===== src/rtl/wcic_pkg.sv =====
package wcic_pkg;
    localparam int WORD_W = 16;
    localparam int ARG_W  = 11;
    localparam int WIN_W  = 3;
    localparam int SRC_N  = 8;
    localparam int EVT_N  = SRC_N - 1;

    localparam logic [4:0] OP_GRESET = 5'd0;
    localparam logic [4:0] OP_WINSEL = 5'd1;
    localparam logic [4:0] OP_REQINT = 5'd12;
    localparam logic [4:0] OP_ACK    = 5'd13;
    localparam logic [4:0] OP_IMASK  = 5'd14;
    localparam logic [4:0] OP_RZMASK = 5'd15;

    // index of the interrupt-requested latch inside the 7-bit event vector
    localparam int REQINT_IDX = 5;
    localparam int BUSY_BIT   = 12;

    typedef struct packed {
        logic             greset;
        logic             winsel;
        logic             reqint;
        logic             ack;
        logic             imask;
        logic             rzmask;
        logic [ARG_W-1:0] arg;
    } cmd_s;

    function automatic cmd_s decode_cmd(logic [WORD_W-1:0] w, logic take);
        cmd_s c;
        logic [4:0] op;
        op       = w[WORD_W-1 -: 5];
        c.arg    = w[ARG_W-1:0];
        c.greset = take && (op == OP_GRESET);
        c.winsel = take && (op == OP_WINSEL);
        c.reqint = take && (op == OP_REQINT);
        c.ack    = take && (op == OP_ACK);
        c.imask  = take && (op == OP_IMASK);
        c.rzmask = take && (op == OP_RZMASK);
        return c;
    endfunction
endpackage


===== src/rtl/wcic_cmd_decode.sv =====
module wcic_cmd_decode
    import wcic_pkg::*;
(
    input  logic              wr,
    input  logic [WORD_W-1:0] word,
    input  logic              busy,
    output cmd_s              cmd,
    output logic              refused
);
    always_comb begin
        cmd     = decode_cmd(word, wr && !busy);
        refused = wr && busy;
    end
endmodule


===== src/rtl/wcic_busy_timer.sv =====
module wcic_busy_timer #(
    parameter int RST_CYCLES = 16
) (
    input  logic clk,
    input  logic rst,
    input  logic start,
    output logic busy
);
    localparam int CW = $clog2(RST_CYCLES + 1);
    logic [CW-1:0] cnt;

    always_ff @(posedge clk) begin
        if (rst)
            cnt <= '0;
        else if (start)
            cnt <= CW'(RST_CYCLES);
        else if (cnt != '0)
            cnt <= cnt - 1'b1;
    end

    assign busy = (cnt != '0);
endmodule


===== src/rtl/wcic_src_latch.sv =====
module wcic_src_latch
    import wcic_pkg::*;
(
    input  logic             clk,
    input  logic             rst,
    input  cmd_s             cmd,
    input  logic [EVT_N-1:0] evt,
    output logic [SRC_N-1:0] src_view,
    output logic             irq
);
    logic [EVT_N-1:0] lat;
    logic             lat0;
    logic [SRC_N-1:0] imask;
    logic [SRC_N-1:0] rzmask;
    logic [EVT_N-1:0] clr;
    logic [EVT_N-1:0] req;

    always_comb begin
        clr = cmd.ack ? cmd.arg[SRC_N-1:1] : '0;
        req = '0;
        req[REQINT_IDX] = cmd.reqint;
        irq = |(lat & imask[SRC_N-1:1]);
        src_view = {lat, lat0 | irq} & rzmask;
    end

    always_ff @(posedge clk) begin
        if (rst || cmd.greset) begin
            lat    <= '0;
            lat0   <= 1'b0;
            imask  <= '0;
            rzmask <= '1;
        end else begin
            lat  <= (lat & ~clr) | evt | req;
            lat0 <= (lat0 | irq) & ~(cmd.ack & cmd.arg[0]);
            if (cmd.imask)
                imask <= cmd.arg[SRC_N-1:0];
            if (cmd.rzmask)
                rzmask <= cmd.arg[SRC_N-1:0];
        end
    end
endmodule


===== src/rtl/wcic_top.sv =====
module wcic_top
    import wcic_pkg::*;
#(
    parameter int RST_CYCLES = 16
) (
    input  logic              clk,
    input  logic              rst,
    input  logic              cmd_wr_i,
    input  logic [WORD_W-1:0] cmd_word_i,
    input  logic [EVT_N-1:0]  evt_i,
    output logic [WORD_W-1:0] status_o,
    output logic              irq_o,
    output logic [WIN_W-1:0]  window_o,
    output logic              cmd_err_o
);
    cmd_s             cmd;
    logic             refused;
    logic             busy;
    logic [SRC_N-1:0] src_view;
    logic [WIN_W-1:0] win_q;
    logic             err_q;

    wcic_cmd_decode u_dec (
        .wr      (cmd_wr_i),
        .word    (cmd_word_i),
        .busy    (busy),
        .cmd     (cmd),
        .refused (refused)
    );

    wcic_busy_timer #(.RST_CYCLES(RST_CYCLES)) u_busy (
        .clk   (clk),
        .rst   (rst),
        .start (cmd.greset),
        .busy  (busy)
    );

    wcic_src_latch u_src (
        .clk      (clk),
        .rst      (rst),
        .cmd      (cmd),
        .evt      (evt_i),
        .src_view (src_view),
        .irq      (irq_o)
    );

    always_ff @(posedge clk) begin
        if (rst || cmd.greset)
            win_q <= '0;
        else if (cmd.winsel)
            win_q <= cmd.arg[WIN_W-1:0];
    end

    always_ff @(posedge clk) begin
        if (rst)
            err_q <= 1'b0;
        else if (refused)
            err_q <= 1'b1;
    end

    always_comb begin
        status_o = '0;
        status_o[WORD_W-1 -: WIN_W] = win_q;
        status_o[BUSY_BIT]          = busy;
        status_o[SRC_N-1:0]         = src_view;
    end

    assign window_o  = win_q;
    assign cmd_err_o = err_q;
endmodule


===== config.mk =====
export PLATFORM = sky130hd
export DESIGN_NAME = wcic_top
export DESIGN_NICKNAME = d
export VERILOG_FILES = /design/src/rtl/wcic_pkg.sv /design/src/rtl/wcic_cmd_decode.sv /design/src/rtl/wcic_busy_timer.sv /design/src/rtl/wcic_src_latch.sv /design/src/rtl/wcic_top.sv
export SDC_FILE = /design/constraint.sdc
export NUM_CORES = 1
export LEC_CHECK = 0
export BUFFER_PORTS_ARGS = -buffer_cell sky130_fd_sc_hd__buf_4
export CAP_MARGIN = 20
export CORE_ASPECT_RATIO = 0.75
export CORE_MARGIN = 2
export CORE_UTILIZATION = 28
export CTS_CLUSTER_SIZE = 40
export DETAILED_ROUTE_END_ITERATION = 7
export PLACE_DENSITY = 0.5
export SYNTH_ARGS = -nofsm -noshare
export SYNTH_HDL_FRONTEND = slang
export SYNTH_SLANG_ARGS = --single-unit

===== constraint.sdc =====
create_clock -name clk -period 1.98 [get_ports clk]
set_clock_uncertainty 0.15 [all_clocks]
set_input_delay 0.198 -clock clk [delete_from_list [all_inputs] [get_ports clk]]
set_output_delay 0.198 -clock clk [all_outputs]
set_load 0.1 [all_outputs]

# Word level (Yosys, flattened, before mapping)
# Index checks and enable logic that the tools add are counted.
[classes]
bitwise = 10
addsub = 1
n_eq_ne = 5
reduce_logical = 15
muxes = 3
[ops]
columns = ["operator", "count"]
rows = [
  ["5-bit by 4-bit equality test with 1-bit output, second input constant", 4],
  ["7-bit AND", 2],
  ["5-bit two-way mux", 2],
  ["8-bit AND", 1],
  ["1-bit logical AND", 8],
  ["7-bit two-way mux", 1],
  ["7-bit inverter", 1],
  ["7-bit by 6-bit bitwise OR with 7-bit output", 1],
  ["7-bit bitwise OR", 1],
  ["7-bit OR reduction", 1],
  ["5-bit by 1-bit equality test with 1-bit output, second input constant", 1],
  ["5-bit zero test", 1],
  ["5-bit nonzero test", 1],
  ["5-bit by 1-bit subtractor with 5-bit output, second input constant", 1],
  ["1-bit AND", 2],
  ["2-bit nonzero test", 1],
  ["2-bit OR reduction", 1],
  ["1-bit zero test", 1],
  ["1-bit logical OR", 1],
  ["1-bit inverter", 1],
  ["1-bit bitwise OR", 1],
]
[word_totals]
in_bits = 26
output_inout_bits = 21
ff_bits = 33
elab_cells = 42

# Depth between registers and ports, before layout
# Gate-level depths: netlist of the first run.
[depth]
word_depth = 9
depth_mapped = 8
ltp_nobuf = 7

# Hierarchy
# Synthesis of the first run repeated with hierarchy kept, for this count alone.
[hier_totals]
hier_cells = 161
area_unflattened_um2 = 1476.4
[modules_own_cells]
columns = ["module", "seq_area_each_um2", "cells_each", "area_per_inst_um2", "n_inst"]
rows = [
  ["wcic_src_latch", 460.4, 95, 894.6, 1],
  ["wcic_busy_timer", 100.1, 24, 222.7, 1],
  ["wcic_top", 80.1, 21, 196.4, 1],
  ["wcic_cmd_decode", 0.0, 21, 162.7, 1],
]

# Worst setup path before layout of the first run
# OpenSTA, ideal clock, no wires.
[synth_path]
kind = "register to output"
startpoint = "register u_src.lat[4]"
endpoint = "output status_o[0]"
required_ns = 1.632
t_arrival_ns = 2.661
n_path_buf = 0
path_slack_ns = -1.029
stages_incl_launch_ff = 5
path_cell_list = "dfxtp_1 > a22oi_1 > nand3_1 > nor2_1 > nor2b_1"
[synth_via]
elab_chain_len = 4
[synth_rtl]
columns = ["item", "line_no", "rtl"]
rows = [
  ["start, declared", "wcic_src_latch.sv:11", "logic [EVT_N-1:0] lat;"],
  ["start signal, assigned", "wcic_src_latch.sv:33", "lat <= (lat & ~clr) | evt | req;"],
  ["7-bit AND", "wcic_src_latch.sv:22", "irq = |(lat & imask[SRC_N-1:1]);"],
  ["7-bit OR reduction", "wcic_src_latch.sv:22", ""],
  ["named net irq_o", "wcic_top.sv:12", "output logic irq_o,"],
  ["1-bit bitwise OR", "wcic_src_latch.sv:23", "src_view = {lat, lat0 | irq} & rzmask;"],
  ["8-bit AND", "wcic_src_latch.sv:23", ""],
  ["end, declared", "wcic_top.sv:11", "output logic [WORD_W-1:0] status_o,"],
]
# The timed path passes the listed nets, and every way through them passes these cells.

# Final worst setup path of the first run
[layout_path]
startpoint = "register u_busy.cnt[0]"
endpoint = "register u_src.rzmask[3]"
[layout_via]
elab_chain_len = 5
elab_cells_between_ends = 6
cone_classes = "6 x reduce/logical"
[layout_rtl]
columns = ["item", "line_no", "rtl"]
rows = [
  ["start, declared", "wcic_busy_timer.sv:10", "logic [CW-1:0] cnt;"],
  ["start signal, assigned", "wcic_busy_timer.sv:16", "cnt <= CW'(RST_CYCLES);"],
  ["start signal, assigned", "wcic_busy_timer.sv:18", "cnt <= cnt - 1'b1;"],
  ["5-bit nonzero test *", "wcic_busy_timer.sv:21", "assign busy = (cnt != '0);"],
  ["1-bit zero test *", "wcic_cmd_decode.sv:11", "cmd = decode_cmd(word, wr && !busy);"],
  ["1-bit logical AND *", "wcic_cmd_decode.sv:11", ""],
  ["1-bit logical AND", "wcic_pkg.sv:34", "c.greset = take && (op == OP_GRESET);"],
  ["1-bit logical OR", "wcic_src_latch.sv:27", "if (rst || cmd.greset) begin"],
  ["end signal, assigned", "wcic_src_latch.sv:38", "rzmask <= cmd.arg[SRC_N-1:0];"],
  ["end, declared", "wcic_src_latch.sv:14", "logic [SRC_N-1:0] rzmask;"],
]
# Mark *: on every way between the ends. The rest lies on a longest branch, timed or not.
# A chain may end at the register's enable or synchronous reset.

==> results.md, run 1 <==
- Status: finished clean
- Top-count cell post-synth: dfxtp_1
- Largest net degree at the start of global routing: 13
- Most frequent cells after synthesis: dfxtp_1, mux2i_1, nor2_1
- Tot GR Track Use: 0.130
- Final hold viol count: 0
- Share of layout cells above drive strength 1: 0.406
- DP Area: about 1900 um^2
- Clock Latency Late Sink: 0.28 ns
- Asr flop ratio synth: 0
- Main synth FF type: dfxtp_1
- GPL Wtd Cong: 0.766
- ANT nets after route: 0
- Vias in the first global route: 1,204
- CTS Buffer Depth: 2
- Design area: ~2200 um^2
- Worst hold path type: primary input to flop
- Register-to-Register Path Depth: 7
- Final Non-Filler Cells: between 200 and 300
- Nets: approximately 240
- Final min period: 1.89 ns
- Die area: 5770 um^2
- Netlist cell types: 32
- Share of the clock period used by the worst path: 0.957
- CTS tree: done
- Starting Density: 0.294
- Hold path startpoint: cmd_word_i[1]
- Port Buffers: 39
- Final hold slack: 0.0118 ns
- Core Box Area: 4930 um^2
- Top cell type's share of synthesized area: 0.442
- Clock Pin Slew Worst Setup and Hold Paths: around 0.07 ns
- Fillcell total: 487
- Register area: 644 um^2
- First-pass GRT wire length: 5620 um
- Mapped Cells: 153
- Worst r2r src: u_busy.cnt[0]$_SDFFE_PP0P_
- DRC: 0
- Area Overhead vs Synth: 49.9%
- Syn avg cell area: 9.47 um^2
- Max IR drop VDD: 0.000479 V
- Final Util: 0.441
- Hold Path End: u_src.lat[0]$_SDFF_PP0_
- Setup TNS: 0 ns
- Vert. Die Dim: 66.3 um
- Reg2Reg Capture Point: u_src.rzmask[3]$_SDFFE_PP1P_
- Vias per cell: 4.48
- WL final: roughly 3600 um
- Post-synth EDFFs: 0
- Pleak: 0.975 nW
- HPWL Detailed: 2610 um
- Slew Limit Fails: 0
- Vias: 1,241
- Die outline width: slightly below 90 um
- Max cap viols: 0
- Row count: 22
- Maximum clock frequency: 528 MHz
- Drt pass-1 iters: 4
- Post-synth top area cell: dfxtp_1
- Boundary pin count: 47
- CP max FO: 8
- Root buffer cell: clkbuf_8
- Critical Path RT: roughly 2.0 ns
- CP Class: flop to flop
- CTS sink cnt: 32
- Area of the multi-input gates: roughly 740 um^2
- Total gr overflow: 0
- Cts bufs inserted: 5
- Diodes inserted: 0
- Sequential-to-total area share from yosys stat: 0.442
- Average wire per cell in the routed design: ~13 um
- Critical Path Source Type: flop
- Worst Hold Depth: 2
- Flop-to-flop setup slack: 0.09 ns
- H-tree levels: 2
- Initial DRC Count: 38
- Yosys warnings: 0
- Power Density: 1040 nW/um^2
- Critical path data arrival time: 1.92 ns
- Worst setup EP type: flop
- Dpl cells: 257
- Initial antenna violation count: 0
- Mapped cell area: 1450 um^2
- Yosys reg bits: 32
- Top cells by area, synth: dfxtp_1, mux2i_1, nor2_1
- # setup viols final: 0
==> routing by layer <==
metal / wire, um / share of wire / vias up / track usage
li1: - / - / 638 / -
met1: 1690 / 0.47 / 575 / 0.149
met2: 1680 / 0.47 / 24 / 0.224
met3: 145 / 0.041 / 4 / 0.0400
met4: 42 / 0.012 / 0 / 0.0527
met5: 0 / 0 / - / 0
==> cell type report <==
class                      count  area share
clock buffer                   6      0.0334
sequential                    32       0.297
timing repair buffer          65       0.257
tap                           60      0.0346
inverter                      11      0.0190
clock inverter                 2      0.0161
multi-input combinational    101       0.343
==> per-stage QoR <==
step / total power (W) / worst slack (ns)
after floorplan: 0.00135 / 0.00122
after global placement: 0.00153 / 0.0717
after detailed placement: 0.00155 / 0.0528
after CTS: 0.00218 / 0.0216
after global routing: 0.00239 / -0.0251
final: 0.00227 / 0.0850
==> power breakdown <==
part / internal, W / switching (W) / total, W
Combinational: 0.000372 / 0.000550 / 0.000923
Clock: 0.000373 / 0.000229 / 0.000602
Sequential: 0.000700 / 0.0000435 / 0.000744
Total: 0.00145 / 0.000823 / 0.00227
==> worst max-delay path, cell delays in order, from the launching register on <==
cell and delay, ns:
dfxtp_2 0.32, inv_2 0.07, ha_4 0.13, nor4b_4 0.21, inv_2 0.10, or4_4 0.54
mux2i_1 0.19, nand2_1 0.07
==> placed cells by master (no fill, tap or decap), types with 4 or more instances in the layout <==
cell | synthesis | routed
nand2_1 | 11 | 11
inv_1 | 10 | 8
conb_1 | 1 | 4
dfxtp_1 | 32 | 29
mux2i_1 | 18 | 18
nor3_1 | 4 | 4
clkbuf_8 | 0 | 5
dlygate4sd3_1 | 0 | 7
and2_1 | 7 | 7
nor2_2 | 7 | 7
nor2_1 | 18 | 17
buf_4 | 8 | 53
buf_12 | 0 | 4
a311oi_1 | 6 | 6
==> flip-flops by register name, summed over array words and instances (netlist names) <==
| signal | cells |
|---|---|
| u_src.rzmask | 8 |
| window_o | 3 |
| u_src.imask | 7 |
| u_src.lat0 | 1 |
| cmd_err_o | 1 |
| u_src.lat | 7 |
| u_busy.cnt | 5 |
==> logic make-up after synthesis <==
kind of cell | after synthesis | synth area share
xor+xnor | 2 | 0.0121
flops | 32 | 0.442
other cells | 1 | 0.00259
fa+ha+maj | 1 | 0.00863
simple gates | 61 | 0.242
compound gates | 15 | 0.0803
buf+inv | 23 | 0.0881
mux | 18 | 0.124
==> what timing repair did <==
action	in CTS	in global routing
hold buffers	7	0
endpoints found under the setup margin	1	30
setup buffers	0	5
endpoints found under the hold margin	12	0
resized for setup	3	8
pin swaps	0	3
==> worst max path at each step <==
stage,slack [ns],start,to
global route,-0.03,u_busy.cnt[0]$_SDFFE_PP0P_,u_src.lat[5]$_SDFF_PP0_
CTS,0.02,u_busy.cnt[0]$_SDFFE_PP0P_,window_o[0]$_SDFFE_PP0P_
detailed placement,0.05,u_busy.cnt[0]$_SDFFE_PP0P_,window_o[0]$_SDFFE_PP0P_
global placement,0.07,u_busy.cnt[0]$_SDFFE_PP0P_,window_o[2]$_SDFFE_PP0P_
finish,0.09,u_busy.cnt[0]$_SDFFE_PP0P_,u_src.rzmask[3]$_SDFFE_PP1P_
floorplan,0.001,u_src.lat[5]$_SDFF_PP0_,status_o[0]
No activity file was read; power rests on OpenSTA's default activity.
==> inputs of run 2 (changes only) <==
Settings changed: MAX_ROUTING_LAYER set to met4.
==> results.md, run 2 (same netlist as run 1, synthesis figures left out) <==
- CP max stage cell: or4_4
- Starting Density: 0.294
- Max cap viols: 0
- Worst setup EP type: flop
- Sw Pwr: 0.000822 W
- Comb power frac: 0.406
- Buf/Inv on CP: 2
- Port Buffers: 39
- CTS tree: done
- Vias: 1,241
- Sequential share of power: 0.328
- Final min period: 1.89 ns
- Setup TNS: 0 ns
- CP Class: flop to flop
- Commonest non-fill, non-tap cell in the layout: buf_4
- Final Util: 0.441
- Area Overhead vs Synth: 49.9%
- Tot GR Track Use: 0.134
- Most frequent cells in the layout: buf_4, dfxtp_1, mux2i_1, nor2_1, nand2_1
- Pleak: 0.975 nW
- Maximum clock frequency: 529 MHz
- Clk pwr share: 0.266
- Critical Path RT: 2.00 ns
- Crit-path cells: inv_2, ha_4, nor4b_4, inv_2, or4_4, mux2i_1, nand2_1
- Largest net degree at the start of global routing: 13
- Share of the clock period used by the worst path: 0.956
- Status: finished clean
- DRC: 0
- Final Power: 0.00227 W
- H-tree levels: 2
- Setup ws final: 0.0880 ns
- Critical Path Source Type: flop
- GPL Wtd Cong: 0.776
- CP max FO: 8
- Vias in the first global route: 1,201
- First-pass GRT wire length: 5640 um
- Register area: roughly 640 um^2
- Vert. Die Dim: between 60 and 70 um
- Most frequent CP cell: inv_2
- Power Density: 1040 nW/um^2
- # setup viols final: 0
- Row count: 22
- Area of the multi-input gates: 744 um^2
- CP top delay family: simple AND/OR/NAND/NOR gates
- CTS sink cnt: 32
- Drt pass-1 iters: 4
- Largest Register: u_src.rzmask
- Clock Pin Slew Worst Setup and Hold Paths: 0.07 ns
- Final hold slack: about 0.012 ns
- Placement Setup Slack: 0.0528 ns
- Boundary pin count: 47
- Fillcell total: 487
- Final hold viol count: 0
- Average wire per cell in the routed design: 12.8 um
- Clock Latency Late Sink: 0.28 ns
- Die area: 5770 um^2
- Critical path data arrival time: 1.91 ns
- CTS Buffer Depth: 2
- Max IR drop VDD: 0.000479 V
- Max stage delay on crit path: 0.54 ns
- Root buffer cell: clkbuf_8
- Max FFs per register: 8
- Diodes inserted: 0
- Initial antenna violation count: 0
- ANT nets after route: 0
- Cts bufs inserted: 5
- HPWL Detailed: 2610 um
- Vias per cell: 4.48
- Largest registers: u_src.rzmask: 8 flops, u_src.imask: 7 flops, u_src.lat: 7 flops
- WL final: 3550 um
- Int Pwr: between 0.001 and 0.0015 W
- Sw Share: 0.363
- Worst hold path type: primary input to flop
- Total gr overflow: 0
- Initial DRC Count: 38
- Nets: 243
- Slew Limit Fails: 0
- Core Box Area: 4930 um^2
- Die outline width: 87.1 um
- Share of layout cells above drive strength 1: 0.406
## run 2: cell counts in the layout (fill, tap and decap cells not counted)
No cell type changed its count.
## run 2: worst register-to-register path, cell delays in order, from the launching register on
cell and delay [ns]:
dfxtp_2 0.32, inv_2 0.07, ha_4 0.13, nor4b_4 0.21
inv_2 0.10, or4_4 0.54, mux2i_1 0.19, nand2_1 0.07
## run 2: cell type report
class,instances,share of cell area
clock buffers,6,0.0334
inverters,11,0.0190
well taps,60,0.0346
clock inverters,2,0.0161
flip-flops and latches,32,0.297
multi-input cells,101,0.343
repair buffers,65,0.257
## run 2: final timing paths
path / startpoint / end / slack [ns] / depth (start not counted)
max: u_busy.cnt[0]$_SDFFE_PP0P_ / u_src.rzmask[3]$_SDFFE_PP1P_ / 0.09 / 7
min: cmd_word_i[1] / u_src.lat[0]$_SDFF_PP0_ / 0.01 / 2
max reg2reg: u_busy.cnt[0]$_SDFFE_PP0P_ / u_src.rzmask[3]$_SDFFE_PP1P_ / 0.09 / 7
min reg2reg: u_src.rzmask[1]$_SDFFE_PP1P_ / u_src.rzmask[1]$_SDFFE_PP1P_ / 0.32 / 2
## run 2: through the flow
stage / std cells / instance area [um^2]
floorplan: 156 / 1490
global placement: 257 / 1910
detailed placement: 257 / 1910
CTS: 272 / 2100
global route: 277 / 2170
finish: 277 / 2170
## run 2: routing by layer
layer / global-route usage / up-vias / share of wire
met2: 0.224 / 24 / 0.47
met1: 0.150 / 575 / 0.47
met4: 0.0527 / 0 / 0.012
met3: 0.0400 / 4 / 0.041
met5: - / - / 0
li1: - / 638 / -
## run 2: what timing repair did
action                                 CTS  global route
pin swaps                                0             3
hold buffers                             7             0
gates resized for setup                  3             8
setup buffers                            0             5
setup endpoints to repair                1            30
endpoints found under the hold margin   12             0
## run 2: power groups by stage
stage	Clock [W]	Combinational, W	Sequential, W
4_1_cts	0.000626	0.000812	0.000743
2_1_floorplan	0	0.000554	0.000796
6_report	0.000603	0.000922	0.000744
5_1_grt	0.000658	0.000981	0.000750
3_3_place_gp	0	0.000782	0.000753
3_5_place_dp	0	0.000793	0.000757
==> inputs of run 3 (changes only) <==
Settings changed: PLACE_DENSITY 0.5 to 0.62.
==> results.md, run 3 (same netlist as run 1, synthesis figures left out) <==
- Status: finished clean
- Total gr overflow: 0
- Share of layout cells above drive strength 1: 0.427
- Boundary pin count: 47
- Initial antenna violation count: 0
- H-tree levels: 2
- ANT nets after route: 0
- Commonest non-fill, non-tap cell in the layout: buf_4
- Pleak: 1.00 nW
- Final hold viol count: 0
- CTS tree: done
- M1 WL: 1690 um
- Diodes inserted: 0
- DRC: 0
- Drt pass-1 iters: 4
- Largest Register: u_src.rzmask
- First-pass GRT wire length: 5830 um
- Max FFs per register: 8
- Nets: 246
- Die outline width: between 80 and 90 um
- Power Density: 1070 nW/um^2
- Root buffer cell: clkbuf_8
- Top Layer Used: met4
- Initial DRC Count: 42
- Max IR drop VDD: 0.000503 V
- DR WL met2: about 1600 um
- Vias per cell: 4.49
- Cts bufs inserted: 5
- Met3 wire len: 180 um
- Port Buffers: 39
- Critical Path RT: 2.01 ns
- Share of the clock period used by the worst path: 0.991
- CP startpoint: u_busy.cnt[0]$_SDFFE_PP0P_
- CTS Buffer Depth: 2
- Max cap viols: 0
- Most frequent cells in the layout: buf_4, dfxtp_1, nor2_1, mux2i_1, nand2_1
- Core Box Area: 4930 um^2
- CP max FO: 7
- Maximum clock frequency: 510 MHz
- Average wire per cell in the routed design: 12.5 um
- Flop-to-flop setup slack: roughly 0.019 ns
- Worst setup EP type: flop
- Die area: 5770 um^2
- Area Overhead vs Synth: 56.1%
- Worst r2r src: u_busy.cnt[0]$_SDFFE_PP0P_
- Register-to-Register Path Depth: 9
- GPL Wtd Cong: between 0.7 and 0.8
- Hold path startpoint: cmd_wr_i
- Worst hold path type: primary input to flop
- Critical path data arrival time: 1.99 ns
- Critical Path End: u_src.imask[6]$_SDFFE_PP0P_
- Critical Path Source Type: flop
- CP Class: flop to flop
- Clock Latency Late Sink: 0.28 ns
- Clock Pin Slew Worst Setup and Hold Paths: 0.07 ns
- Reg2Reg Capture Point: u_src.imask[6]$_SDFFE_PP0P_
- # setup viols final: 0
- Largest registers: u_src.rzmask: 8 flops, u_src.imask: 7 flops, u_src.lat: 7 flops
- Row count: 22
- Tot GR Track Use: 0.136
- Dpl cells: 256
- Final min period: between 1.5 and 2 ns
- HPWL Detailed: 2480 um
- WL final: 3500 um
- CTS sink cnt: 32
- Final hold slack: 0.0221 ns
- Starting Density: 0.294
- Vert. Die Dim: 66.3 um
- Final Non-Filler Cells: 280
- RSZ-0062 raised after global routing: true
- Slew Limit Fails: 0
- Vias in the first global route: 1,237
- Largest net degree at the start of global routing: 12
- Vias: 1,257
==> run 3: cell type report <==
class                   instances  area [um^2]
flip-flops and latches         32          643
clock inverters                 3         42.5
fillers                       474         2670
multi-input cells             101          793
repair buffers                 68          598
clock buffers                   5         68.8
well taps                      60         75.1
inverters                      11         41.3
==> run 3: repair_timing <==
| item | 4_1_cts | 5_1_grt |
|---|---|---|
| setup endpoints to repair | 14 | 30 |
| buffers inserted | 0 | 8 |
| pin swaps | 0 | 5 |
| hold buffers | 9 | 0 |
| resized for setup | 4 | 18 |
| endpoints found under the hold margin | 17 | 0 |
==> run 3: report_power, final <==
part	internal (W)	leakage, nW	total, W	switching (W)
combinational	0.000468	0.687	0.00105	0.000580
sequential	0.000700	0.262	0.000746	0.0000464
clock	0.000372	0.0541	0.000621	0.000249
total	0.00154	1.00	0.00242	0.000875
==> run 3: per-layer routing <==
metal  vias up  GRT usage
li1        643          -
met1       578      0.181
met2        31      0.201
met3         5     0.0387
met4         0     0.0410
met5         -          -
==> run 3: how the worst min path moves through the flow <==
stage               cells past startpoint                       to
detailed placement                      2    u_src.lat0$_SDFF_PP0_
finish                                  3   cmd_err_o$_SDFFE_PP0P_
global route                            3  u_src.lat[6]$_SDFF_PP0_
CTS                                     3   cmd_err_o$_SDFFE_PP0P_
global placement                        2    u_src.lat0$_SDFF_PP0_
floorplan                               1   cmd_err_o$_SDFFE_PP0P_
==> run 3: through the flow <==
step           TNS (ns)  setup WS [ns]  power (W)  utilization  instance area, um^2
2_1_floorplan         0        0.00122    0.00135            -                 1490
3_3_place_gp          0         0.0348    0.00153        0.386                 1900
3_5_place_dp          0         0.0307    0.00154        0.386                 1900
4_1_cts               0        0.00289    0.00220        0.432                 2130
5_1_grt           -2.24         -0.119    0.00254        0.459                 2260
6_report              0         0.0185    0.00242        0.459                 2260
==> run 3: critical path, cell delays in order (launching register included) <==
cell	delay (ns)
dfxtp_2	0.33
inv_2	0.08
ha_4	0.14
nor4b_4	0.21
inv_2	0.10
buf_6	0.13
nor4_4	0.26
buf_12	0.19
mux2i_4	0.23
nor2_2	0.04
